### config.mk
export PLATFORM = sky130hd
export DESIGN_NAME = regctl_i2c_top
export DESIGN_NICKNAME = d
export VERILOG_FILES = /design/src/rtl/regctl_i2c_pkg.sv /design/src/rtl/regctl_line_sync.sv /design/src/rtl/regctl_bus_fsm.sv /design/src/rtl/regctl_reg_bank.sv /design/src/rtl/regctl_i2c_top.sv
export SDC_FILE = /design/constraint.sdc
export NUM_CORES = 1
export LEC_CHECK = 0
export BUFFER_PORTS_ARGS = -buffer_cell sky130_fd_sc_hd__buf_4
export CORE_ASPECT_RATIO = 1.4
export CORE_MARGIN = 2
export CORE_UTILIZATION = 54
export CTS_CLUSTER_DIAMETER = 100
export DETAILED_ROUTE_END_ITERATION = 8
export GPL_TIMING_DRIVEN = 0
export PLACE_DENSITY = 0.75
export SLEW_MARGIN = 20
export SYNTH_ARGS = -nofsm -noshare
export SYNTH_HDL_FRONTEND = slang
export SYNTH_SLANG_ARGS = --single-unit
### constraint.sdc
create_clock -name clk -period 2.9 [get_ports clk]
set_clock_uncertainty 0.05 [all_clocks]
set_input_delay 0.58 -clock clk [delete_from_list [all_inputs] [get_ports clk]]
set_output_delay 0.58 -clock clk [all_outputs]
set_load 0.02 [all_outputs]
### src/rtl/regctl_i2c_pkg.sv
package regctl_i2c_pkg;

    localparam int DATA_W    = 8;
    localparam int PTR_W     = 8;
    localparam int NUM_VOUT  = 5;
    localparam int SUP_IDX   = NUM_VOUT;
    localparam int ONOFF_IDX = NUM_VOUT + 1;
    localparam int NUM_REGS  = NUM_VOUT + 2;
    localparam int CNT_W     = $clog2(DATA_W + 1);
    localparam logic [5:0] DEV_ID = 6'b000100;

    typedef enum logic [3:0] {
        ST_IDLE,
        ST_ADDR,
        ST_AACK,
        ST_PTR,
        ST_PACK,
        ST_WDAT,
        ST_WACK,
        ST_RDAT,
        ST_RACK,
        ST_IGNORE
    } bus_state_t;

    typedef struct packed {
        logic scl;
        logic sda;
    } pins_t;

    typedef struct packed {
        logic start;
        logic stop;
        logic rise;
        logic fall;
    } bus_evt_t;

    typedef struct packed {
        logic              en;
        logic [PTR_W-1:0]  addr;
        logic [DATA_W-1:0] data;
    } wr_req_t;

    function automatic logic [DATA_W-1:0] reg_default(input int idx);
        case (idx)
            0:         return 8'h27;
            1:         return 8'h3B;
            2:         return 8'h37;
            3:         return 8'h3B;
            4:         return 8'h3B;
            SUP_IDX:   return 8'h06;
            ONOFF_IDX: return 8'h07;
            default:   return '0;
        endcase
    endfunction

    function automatic logic [DATA_W-1:0] reg_mask(input int idx);
        if (idx < NUM_VOUT)    return 8'h3F;
        if (idx == SUP_IDX)    return 8'hFF;
        if (idx == ONOFF_IDX)  return 8'h1F;
        return '0;
    endfunction

endpackage

### src/rtl/regctl_line_sync.sv
module regctl_line_sync #(
    parameter int WIDTH  = 2,
    parameter int STAGES = 2
) (
    input  logic             clk,
    input  logic             rst,
    input  logic [WIDTH-1:0] din,
    output logic [WIDTH-1:0] dout
);
    logic [STAGES-1:0][WIDTH-1:0] chain_q;

    always_ff @(posedge clk) begin
        if (rst) begin
            chain_q <= '1;
        end else begin
            chain_q[0] <= din;
            for (int s = 1; s < STAGES; s++) begin
                chain_q[s] <= chain_q[s-1];
            end
        end
    end

    assign dout = chain_q[STAGES-1];
endmodule

### src/rtl/regctl_bus_fsm.sv
module regctl_bus_fsm
    import regctl_i2c_pkg::*;
(
    input  logic              clk,
    input  logic              rst,
    input  logic              scl_s,
    input  logic              sda_s,
    input  logic              addr_lsb,
    input  logic [DATA_W-1:0] rd_byte,
    output logic              sda_oe,
    output logic [PTR_W-1:0]  ptr_q,
    output wr_req_t           wr_req
);
    bus_state_t        state;
    logic              scl_d, sda_d;
    logic [CNT_W-1:0]  bitcnt;
    logic [DATA_W-1:0] rx_sh;
    logic [DATA_W-1:0] tx_sh;
    logic              rw_q;
    logic              mack_q;
    bus_evt_t          evt;

    always_comb begin
        evt.start = scl_s & scl_d & sda_d & ~sda_s;
        evt.stop  = scl_s & scl_d & ~sda_d & sda_s;
        evt.rise  = scl_s & ~scl_d;
        evt.fall  = ~scl_s & scl_d;
    end

    wire byte_done = evt.fall && (bitcnt == CNT_W'(DATA_W));

    always_ff @(posedge clk) begin
        if (rst) begin
            state  <= ST_IDLE;
            scl_d  <= 1'b1;
            sda_d  <= 1'b1;
            bitcnt <= '0;
            rx_sh  <= '0;
            tx_sh  <= '0;
            rw_q   <= 1'b0;
            mack_q <= 1'b0;
            ptr_q  <= '0;
            sda_oe <= 1'b0;
            wr_req <= '0;
        end else begin
            scl_d     <= scl_s;
            sda_d     <= sda_s;
            wr_req.en <= 1'b0;
            if (evt.start) begin
                state  <= ST_ADDR;
                bitcnt <= '0;
                sda_oe <= 1'b0;
            end else if (evt.stop) begin
                state  <= ST_IDLE;
                sda_oe <= 1'b0;
            end else begin
                case (state)
                    ST_ADDR, ST_PTR, ST_WDAT: begin
                        if (evt.rise) begin
                            rx_sh  <= {rx_sh[DATA_W-2:0], sda_s};
                            bitcnt <= bitcnt + 1'b1;
                        end else if (byte_done) begin
                            bitcnt <= '0;
                            if (state == ST_ADDR) begin
                                if (rx_sh[7:1] == {DEV_ID, addr_lsb}) begin
                                    sda_oe <= 1'b1;
                                    rw_q   <= rx_sh[0];
                                    state  <= ST_AACK;
                                end else begin
                                    state  <= ST_IGNORE;
                                end
                            end else if (state == ST_PTR) begin
                                ptr_q  <= rx_sh;
                                sda_oe <= 1'b1;
                                state  <= ST_PACK;
                            end else begin
                                if (ptr_q < PTR_W'(NUM_REGS)) begin
                                    sda_oe      <= 1'b1;
                                    wr_req.en   <= 1'b1;
                                    wr_req.addr <= ptr_q;
                                    wr_req.data <= rx_sh;
                                    state       <= ST_WACK;
                                end else begin
                                    state <= ST_IGNORE;
                                end
                            end
                        end
                    end
                    ST_AACK: begin
                        if (evt.fall) begin
                            if (rw_q) begin
                                tx_sh  <= rd_byte;
                                sda_oe <= ~rd_byte[DATA_W-1];
                                bitcnt <= CNT_W'(1);
                                state  <= ST_RDAT;
                            end else begin
                                sda_oe <= 1'b0;
                                state  <= ST_PTR;
                            end
                        end
                    end
                    ST_PACK: begin
                        if (evt.fall) begin
                            sda_oe <= 1'b0;
                            state  <= ST_WDAT;
                        end
                    end
                    ST_WACK: begin
                        if (evt.fall) begin
                            sda_oe <= 1'b0;
                            state  <= ST_IGNORE;
                        end
                    end
                    ST_RDAT: begin
                        if (byte_done) begin
                            sda_oe <= 1'b0;
                            state  <= ST_RACK;
                        end else if (evt.fall) begin
                            sda_oe <= ~tx_sh[3'(4'd7 - 4'(bitcnt))];
                            bitcnt <= bitcnt + 1'b1;
                        end
                    end
                    ST_RACK: begin
                        if (evt.rise) begin
                            mack_q <= ~sda_s;
                        end else if (evt.fall) begin
                            if (mack_q) begin
                                tx_sh  <= rd_byte;
                                sda_oe <= ~rd_byte[DATA_W-1];
                                bitcnt <= CNT_W'(1);
                                state  <= ST_RDAT;
                            end else begin
                                state  <= ST_IGNORE;
                            end
                        end
                    end
                    ST_IDLE, ST_IGNORE: ;
                    default: state <= ST_IDLE;
                endcase
            end
        end
    end

    // a change of drive is registered only from a low SCL sample
    p_drive_scl_low_r9: assert property (@(posedge clk) disable iff (rst)
        !$stable(sda_oe) |-> !scl_d);

    // once the slave has decided to stay out of a transfer it keeps SDA released
    p_ignore_quiet_r1: assert property (@(posedge clk) disable iff (rst)
        (state == ST_IGNORE) |-> !sda_oe);

    // sending data never moves the pointer
    p_ptr_hold_read_r5: assert property (@(posedge clk) disable iff (rst)
        (state == ST_RDAT || state == ST_RACK) |=> $stable(ptr_q));
endmodule

### src/rtl/regctl_reg_bank.sv
module regctl_reg_bank
    import regctl_i2c_pkg::*;
(
    input  logic                       clk,
    input  logic                       rst,
    input  wr_req_t                    wr_req,
    input  logic [PTR_W-1:0]           rd_ptr,
    output logic [DATA_W-1:0]          rd_byte,
    output logic [NUM_REGS*DATA_W-1:0] flat_q
);
    logic [DATA_W-1:0]          reg_q [NUM_REGS];
    logic [NUM_REGS*DATA_W-1:0] dflt_flat;

    always_ff @(posedge clk) begin
        for (int i = 0; i < NUM_REGS; i++) begin
            if (rst) begin
                reg_q[i] <= reg_default(i);
            end else if (wr_req.en && wr_req.addr == PTR_W'(i)) begin
                reg_q[i] <= wr_req.data & reg_mask(i);
            end
        end
    end

    always_comb begin
        rd_byte = '0;
        for (int i = 0; i < NUM_REGS; i++) begin
            if (rd_ptr == PTR_W'(i)) rd_byte = reg_q[i];
        end
    end

    always_comb begin
        for (int i = 0; i < NUM_REGS; i++) begin
            dflt_flat[i*DATA_W +: DATA_W] = reg_default(i);
        end
    end

    for (genvar g = 0; g < NUM_REGS; g++) begin : g_out
        assign flat_q[g*DATA_W +: DATA_W] = reg_q[g];

        // non-functional bits of every register stay clear
        p_unused_zero_r7: assert property (@(posedge clk) disable iff (rst)
            (reg_q[g] & ~reg_mask(g)) == '0);
    end

    // the protocol side only issues writes inside the map
    p_write_in_map_r6: assert property (@(posedge clk) disable iff (rst)
        wr_req.en |-> (wr_req.addr < PTR_W'(NUM_REGS)));

    // the cycle after reset or disable shows the default image
    p_defaults_r8: assert property (@(posedge clk) disable iff (rst)
        $past(rst) |-> (flat_q == dflt_flat));
endmodule

### src/rtl/regctl_i2c_top.sv
module regctl_i2c_top
    import regctl_i2c_pkg::*;
#(
    parameter int SYNC_STAGES = 2
) (
    input  logic                       clk,
    input  logic                       rst,
    input  logic                       chip_en,
    input  logic                       addr_sel,
    input  logic                       scl_i,
    input  logic                       sda_i,
    output logic                       sda_oe,
    output logic [NUM_REGS*DATA_W-1:0] reg_bus
);
    localparam int PIN_W = $bits(pins_t);

    logic              srst;
    pins_t             raw_pins, sync_pins;
    logic [PTR_W-1:0]  ptr;
    logic [DATA_W-1:0] rd_byte;
    wr_req_t           wr_req;

    assign srst = rst | ~chip_en;
    assign raw_pins.scl = scl_i;
    assign raw_pins.sda = sda_i;

    regctl_line_sync #(
        .WIDTH  (PIN_W),
        .STAGES (SYNC_STAGES)
    ) u_sync (
        .clk  (clk),
        .rst  (srst),
        .din  (raw_pins),
        .dout (sync_pins)
    );

    regctl_bus_fsm u_fsm (
        .clk      (clk),
        .rst      (srst),
        .scl_s    (sync_pins.scl),
        .sda_s    (sync_pins.sda),
        .addr_lsb (addr_sel),
        .rd_byte  (rd_byte),
        .sda_oe   (sda_oe),
        .ptr_q    (ptr),
        .wr_req   (wr_req)
    );

    regctl_reg_bank u_bank (
        .clk     (clk),
        .rst     (srst),
        .wr_req  (wr_req),
        .rd_ptr  (ptr),
        .rd_byte (rd_byte),
        .flat_q  (reg_bus)
    );
endmodule

==> implementation parameters <==
Parameter                              Value

Run status
  Run status ... finished clean

Critical path
  Setup Crit Path Kind ... register to register
  Worst reg2reg path depth ... 4
  Setup crit start kind ... register
  CP Capture Type ... register
  Combined buffer and inverter count along the critical path ... 1
  Req. time, crit path ... approximately 2800 ps
  Slowest library cell on the worst path ... sky130_fd_sc_hd__o21ai_0
  Instance count on the critical path ... 4
  Critical-path cell list ... or4_1, or4b_1, clkbuf_1, o21ai_0
  Signal arrival time at the worst endpoint ... around 2600 ps
  Worst stage delay on the critical path ... slightly above 600 ps
  Crit path max-delay family ... simple AND/OR/NAND/NOR gates
  CP Max Fanout ... 10

Floorplanning
  Die width ... 85.30 µm
  Area of the die ... 0.01005 mm²
  Chip Height ... around 120 µm
  Number of standard-cell rows in the floorplan ... 41
  Initial standard-cell utilization of the core ... between 50% and 60%
  Core area ... between 0.009 and 0.01 mm²
  Ports ... 63

Timing
  Worst max-slew margin expressed relative to the limit ... 34.84%
  Final WS setup ... between 200 and 250 ps
  Worst Max-Slew Pin Slew ... a little under 1000 ps
  Setup TNS after final layout ... 0 ps
  Final Setup Violations ... 0
  RSZ-0062 raised after global routing ... false
  Fin crit period ... between 2000 and 3000 ps
  Fmax ... between 300 and 400 MHz
  Final Hold Vio Count ... 0
  Final Max Slew Viols ... 0
  Ratio of final minimum period to clock period ... slightly above 90%

Drt
  Detailed-route wire length per cell ... roughly 19 µm
  Total via count after detailed routing ... 4231
  DRC viols ... 0
  Wire length after detailed routing ... between 10000 and 15000 µm
  Detailed Routing Iterations Pass 1 ... 5
  Residual antenna-violating net count after detailed routing ... 0
  Number of design-rule violations left by the first detailed-router iteration ... between 200 and 300
  Avg Vias per Cell ... between 5 and 6

Global routing
  Via count of the first global-routing pass ... slightly above 4000
  Number of antenna violations at the first check in global routing ... 0
  Pin count of the biggest net entering global routing ... 18
  Wire length of the first global-routing pass ... 21020 µm
  Grt total ovfl ... 0
  Total track usage ... between 20% and 30%

Synth
  Distinct cell type count of the synthesized netlist ... between 60 and 70
  Synth Flop Type ... sky130_fd_sc_hd__dfxtp_1
  Register bit total from synthesis ... ~100
  Number of instances in the synthesized netlist ... about 530
  Area of the mapped netlist ... ~0.005 mm²
  Yosys warning count ... 0
  Post-synthesis sequential area ratio ... between 40% and 50%
  Post-synth EDFFs ... between 40 and 50
  Post-synthesis async set-or-reset flop share ... 0%
  Synthesized area per cell ... about 9.4 µm²

Cells and area
  Final Core Density ... about 65%
  Most used cells in the layout excluding fill and tap cells ... sky130_fd_sc_hd__buf_4, sky130_fd_sc_hd__dfxtp_1, sky130_fd_sc_hd__nor2_1
  Non-filler cells, final ... between 700 and 800
  Share of cells above drive strength 1 ... 16.97%
  Most common cell after layout, fill and taps aside ... sky130_fd_sc_hd__buf_4
  Filler Cell Count ... 780
  Area occupied by multi-input gates ... roughly 0.0023 mm²
  Layout overhead on the synthesized area ... 16.67%
  Final nets ... 610
  Area of all sequential standard cells ... approximately 0.0025 mm²
  Antenna Cells ... 0

Placed design
  RePlAce Congestion ... about 0.95
  DPL Wire Length ... 10030 µm
  Post-placement worst setup slack ... -58.73 ps
  Number of buffers inserted by port buffering ... 49
  Number of placed cells counting well taps ... about 700

Worst hold path
  Kind of path behind the tightest hold check ... register to register
  Number of instances on the worst hold path ... 1

Clocking
  Number of H-tree levels ... 3
  CTS root buf ... sky130_fd_sc_hd__clkbuf_16
  Clock edge transition at the registers on the reported setup and hold paths ... 70 ps
  Total setup buffers inserted after CTS ... 0
  TritonCTS clock tree ... done
  Clock sink count ... about 100
  Inserted Clock Buffers ... 9
  Number of buffers inserted for hold repair after clock tree synthesis ... 0
  Worst-skew pair later-pin latency ... approximately 340 ps
  Clock Tree Buf Depth ... 2

Power and ir drop
  Power density normalized to cell area ... roughly 470 mW/mm²
  Static Leak ... ~0.0020 µW
  Maximum vdd drop ... roughly 0.00038 V

Job
  Max-cap violation count ... 0
-- stage by stage --
step | total power [µW] | hold WS (ps) | area [µm²]
2_1_floorplan | 1600 | 336.3 | 5042
3_3_place_gp | 1638 | 343.7 | 5544
3_5_place_dp | 1640 | 346.9 | 5549
4_1_cts | 2744 | 364.8 | 5826
5_1_grt | 2812 | 367.2 | 5831
6_report | 2741 | 362.1 | 5831
-- logic make-up (layout without fill, tap and decap cells) --
logic type / after synthesis / after routing / share of synthesized area [%]
XOR/XNOR: 1 / 1 / 0.1753
other: 1 / 13 / 0.07504
multiplexers: 26 / 26 / 5.734
AO/OA/AOI/OAI: 109 / 109 / 13.95
flip-flops: 101 / 101 / 49.07
buffers and inverters: 60 / 126 / 5.984
adder cells (fa/ha/maj): 2 / 2 / 0.5007
AND/OR/NAND/NOR: 229 / 229 / 24.51
-- synth_stat cells (3+ instances only) --
| cell | n | area share, % |
|---|---|---|
| sky130_fd_sc_hd__dfxtp_1 | 58 | 23 |
| sky130_fd_sc_hd__nor2_1 | 50 | 3.8 |
| sky130_fd_sc_hd__nand2_1 | 48 | 3.6 |
| sky130_fd_sc_hd__edfxtp_1 | 43 | 26 |
| sky130_fd_sc_hd__a21oi_1 | 36 | 3.6 |
| sky130_fd_sc_hd__nand2b_1 | 28 | 3.5 |
| sky130_fd_sc_hd__clkbuf_1 | 24 | 1.8 |
| sky130_fd_sc_hd__mux2i_1 | 23 | 4.6 |
| sky130_fd_sc_hd__o21ai_0 | 22 | 2.2 |
| sky130_fd_sc_hd__inv_1 | 14 | 1.1 |
| sky130_fd_sc_hd__buf_4 | 13 | 2.0 |
| sky130_fd_sc_hd__nand3_1 | 12 | 1.2 |
| sky130_fd_sc_hd__nor3_1 | 12 | 1.2 |
| sky130_fd_sc_hd__and2_1 | 11 | 1.4 |
| sky130_fd_sc_hd__and3_1 | 8 | 1.0 |
| sky130_fd_sc_hd__or3_1 | 8 | 1.0 |
| sky130_fd_sc_hd__nor4_1 | 7 | 0.88 |
| sky130_fd_sc_hd__or2_2 | 7 | 0.88 |
| sky130_fd_sc_hd__o22ai_1 | 6 | 0.75 |
| sky130_fd_sc_hd__o31ai_1 | 6 | 0.90 |
| sky130_fd_sc_hd__a31oi_1 | 5 | 0.63 |
| sky130_fd_sc_hd__nor2b_1 | 5 | 0.63 |
| sky130_fd_sc_hd__a2111oi_0 | 4 | 0.70 |
| sky130_fd_sc_hd__a211oi_1 | 4 | 0.60 |
| sky130_fd_sc_hd__a311oi_1 | 4 | 0.70 |
| sky130_fd_sc_hd__buf_1 | 4 | 0.30 |
| sky130_fd_sc_hd__nand3b_1 | 4 | 0.60 |
| sky130_fd_sc_hd__or2_1 | 4 | 0.50 |
| sky130_fd_sc_hd__a21o_1 | 3 | 0.45 |
| sky130_fd_sc_hd__and3b_1 | 3 | 0.53 |
| sky130_fd_sc_hd__buf_6 | 3 | 0.68 |
| sky130_fd_sc_hd__nand4_1 | 3 | 0.38 |
| sky130_fd_sc_hd__nand4b_1 | 3 | 0.53 |
| sky130_fd_sc_hd__or4_1 | 3 | 0.45 |
-- power breakdown --
group / leakage [µW] / internal, µW / switching, µW
Sequential: 0.000839 / 1490 / 7.90
Clock: 0.000128 / 594 / 538
Combinational: 0.00107 / 37.5 / 75.9
Total: 0.00204 / 2120 / 622
-- worst paths after layout --
path                                                    start                           endpoint  slack (ps)
worst min register to register   u_sync.chain_q[1]$_SDFF_PP1_          u_sync.dout[1]$_SDFF_PP1_         360
worst max register to register  u_fsm.wr_req[11]$_SDFFE_PP0P_  u_bank.reg_q[1][20]$_SDFFCE_PN0P_         210
worst min-delay path             u_sync.chain_q[1]$_SDFF_PP1_          u_sync.dout[1]$_SDFF_PP1_         360
worst max-delay path            u_fsm.wr_req[11]$_SDFFE_PP0P_  u_bank.reg_q[1][20]$_SDFFCE_PN0P_         210
-- layout make-up --
class                           count  share of cell area [%]
Timing Repair Buffer               50                   6.373
Buffer                             46                   4.227
Clock buffer                       11                   3.991
Tap cell                          107                   2.296
Multi-Input combinational cell    380                   39.40
Inverter                           14                  0.9013
Sequential cell                   101                   42.06
Clock inverter                      5                  0.7511
-- sequential cells by signal, indices dropped and copies added (netlist names) --
register / cells
u_bank.reg_q: 43
u_fsm.ptr_q: 8
u_fsm.rx_sh: 8
u_sync.dout: 2
u_fsm.scl_d: 1
u_fsm.sda_oe: 1
u_fsm.rw_q: 1
u_fsm.tx_sh: 8
u_fsm.wr_req: 17
u_fsm.state: 4
u_sync.chain_q: 2
u_fsm.mack_q: 1
u_fsm.sda_d: 1
u_fsm.bitcnt: 4
-- layer usage --
layer | global-route usage [%] | vias up | routed length (µm)
met5 | 0 | - | 0
met4 | 16.07 | 0 | 676
met3 | 4.348 | 46 | 735
met2 | 45.26 | 166 | 6895
met1 | 32.11 | 1989 | 5039
li1 | - | 2030 | -
-- what timing repair did --
action / CTS / global route
resized for setup: 1 / 1
endpoints found under the setup margin: 8 / 6
hold endpoints to repair: 0 / 0
pin swaps: 0 / 0
Note: power is estimated with default switching activity, not from simulation.
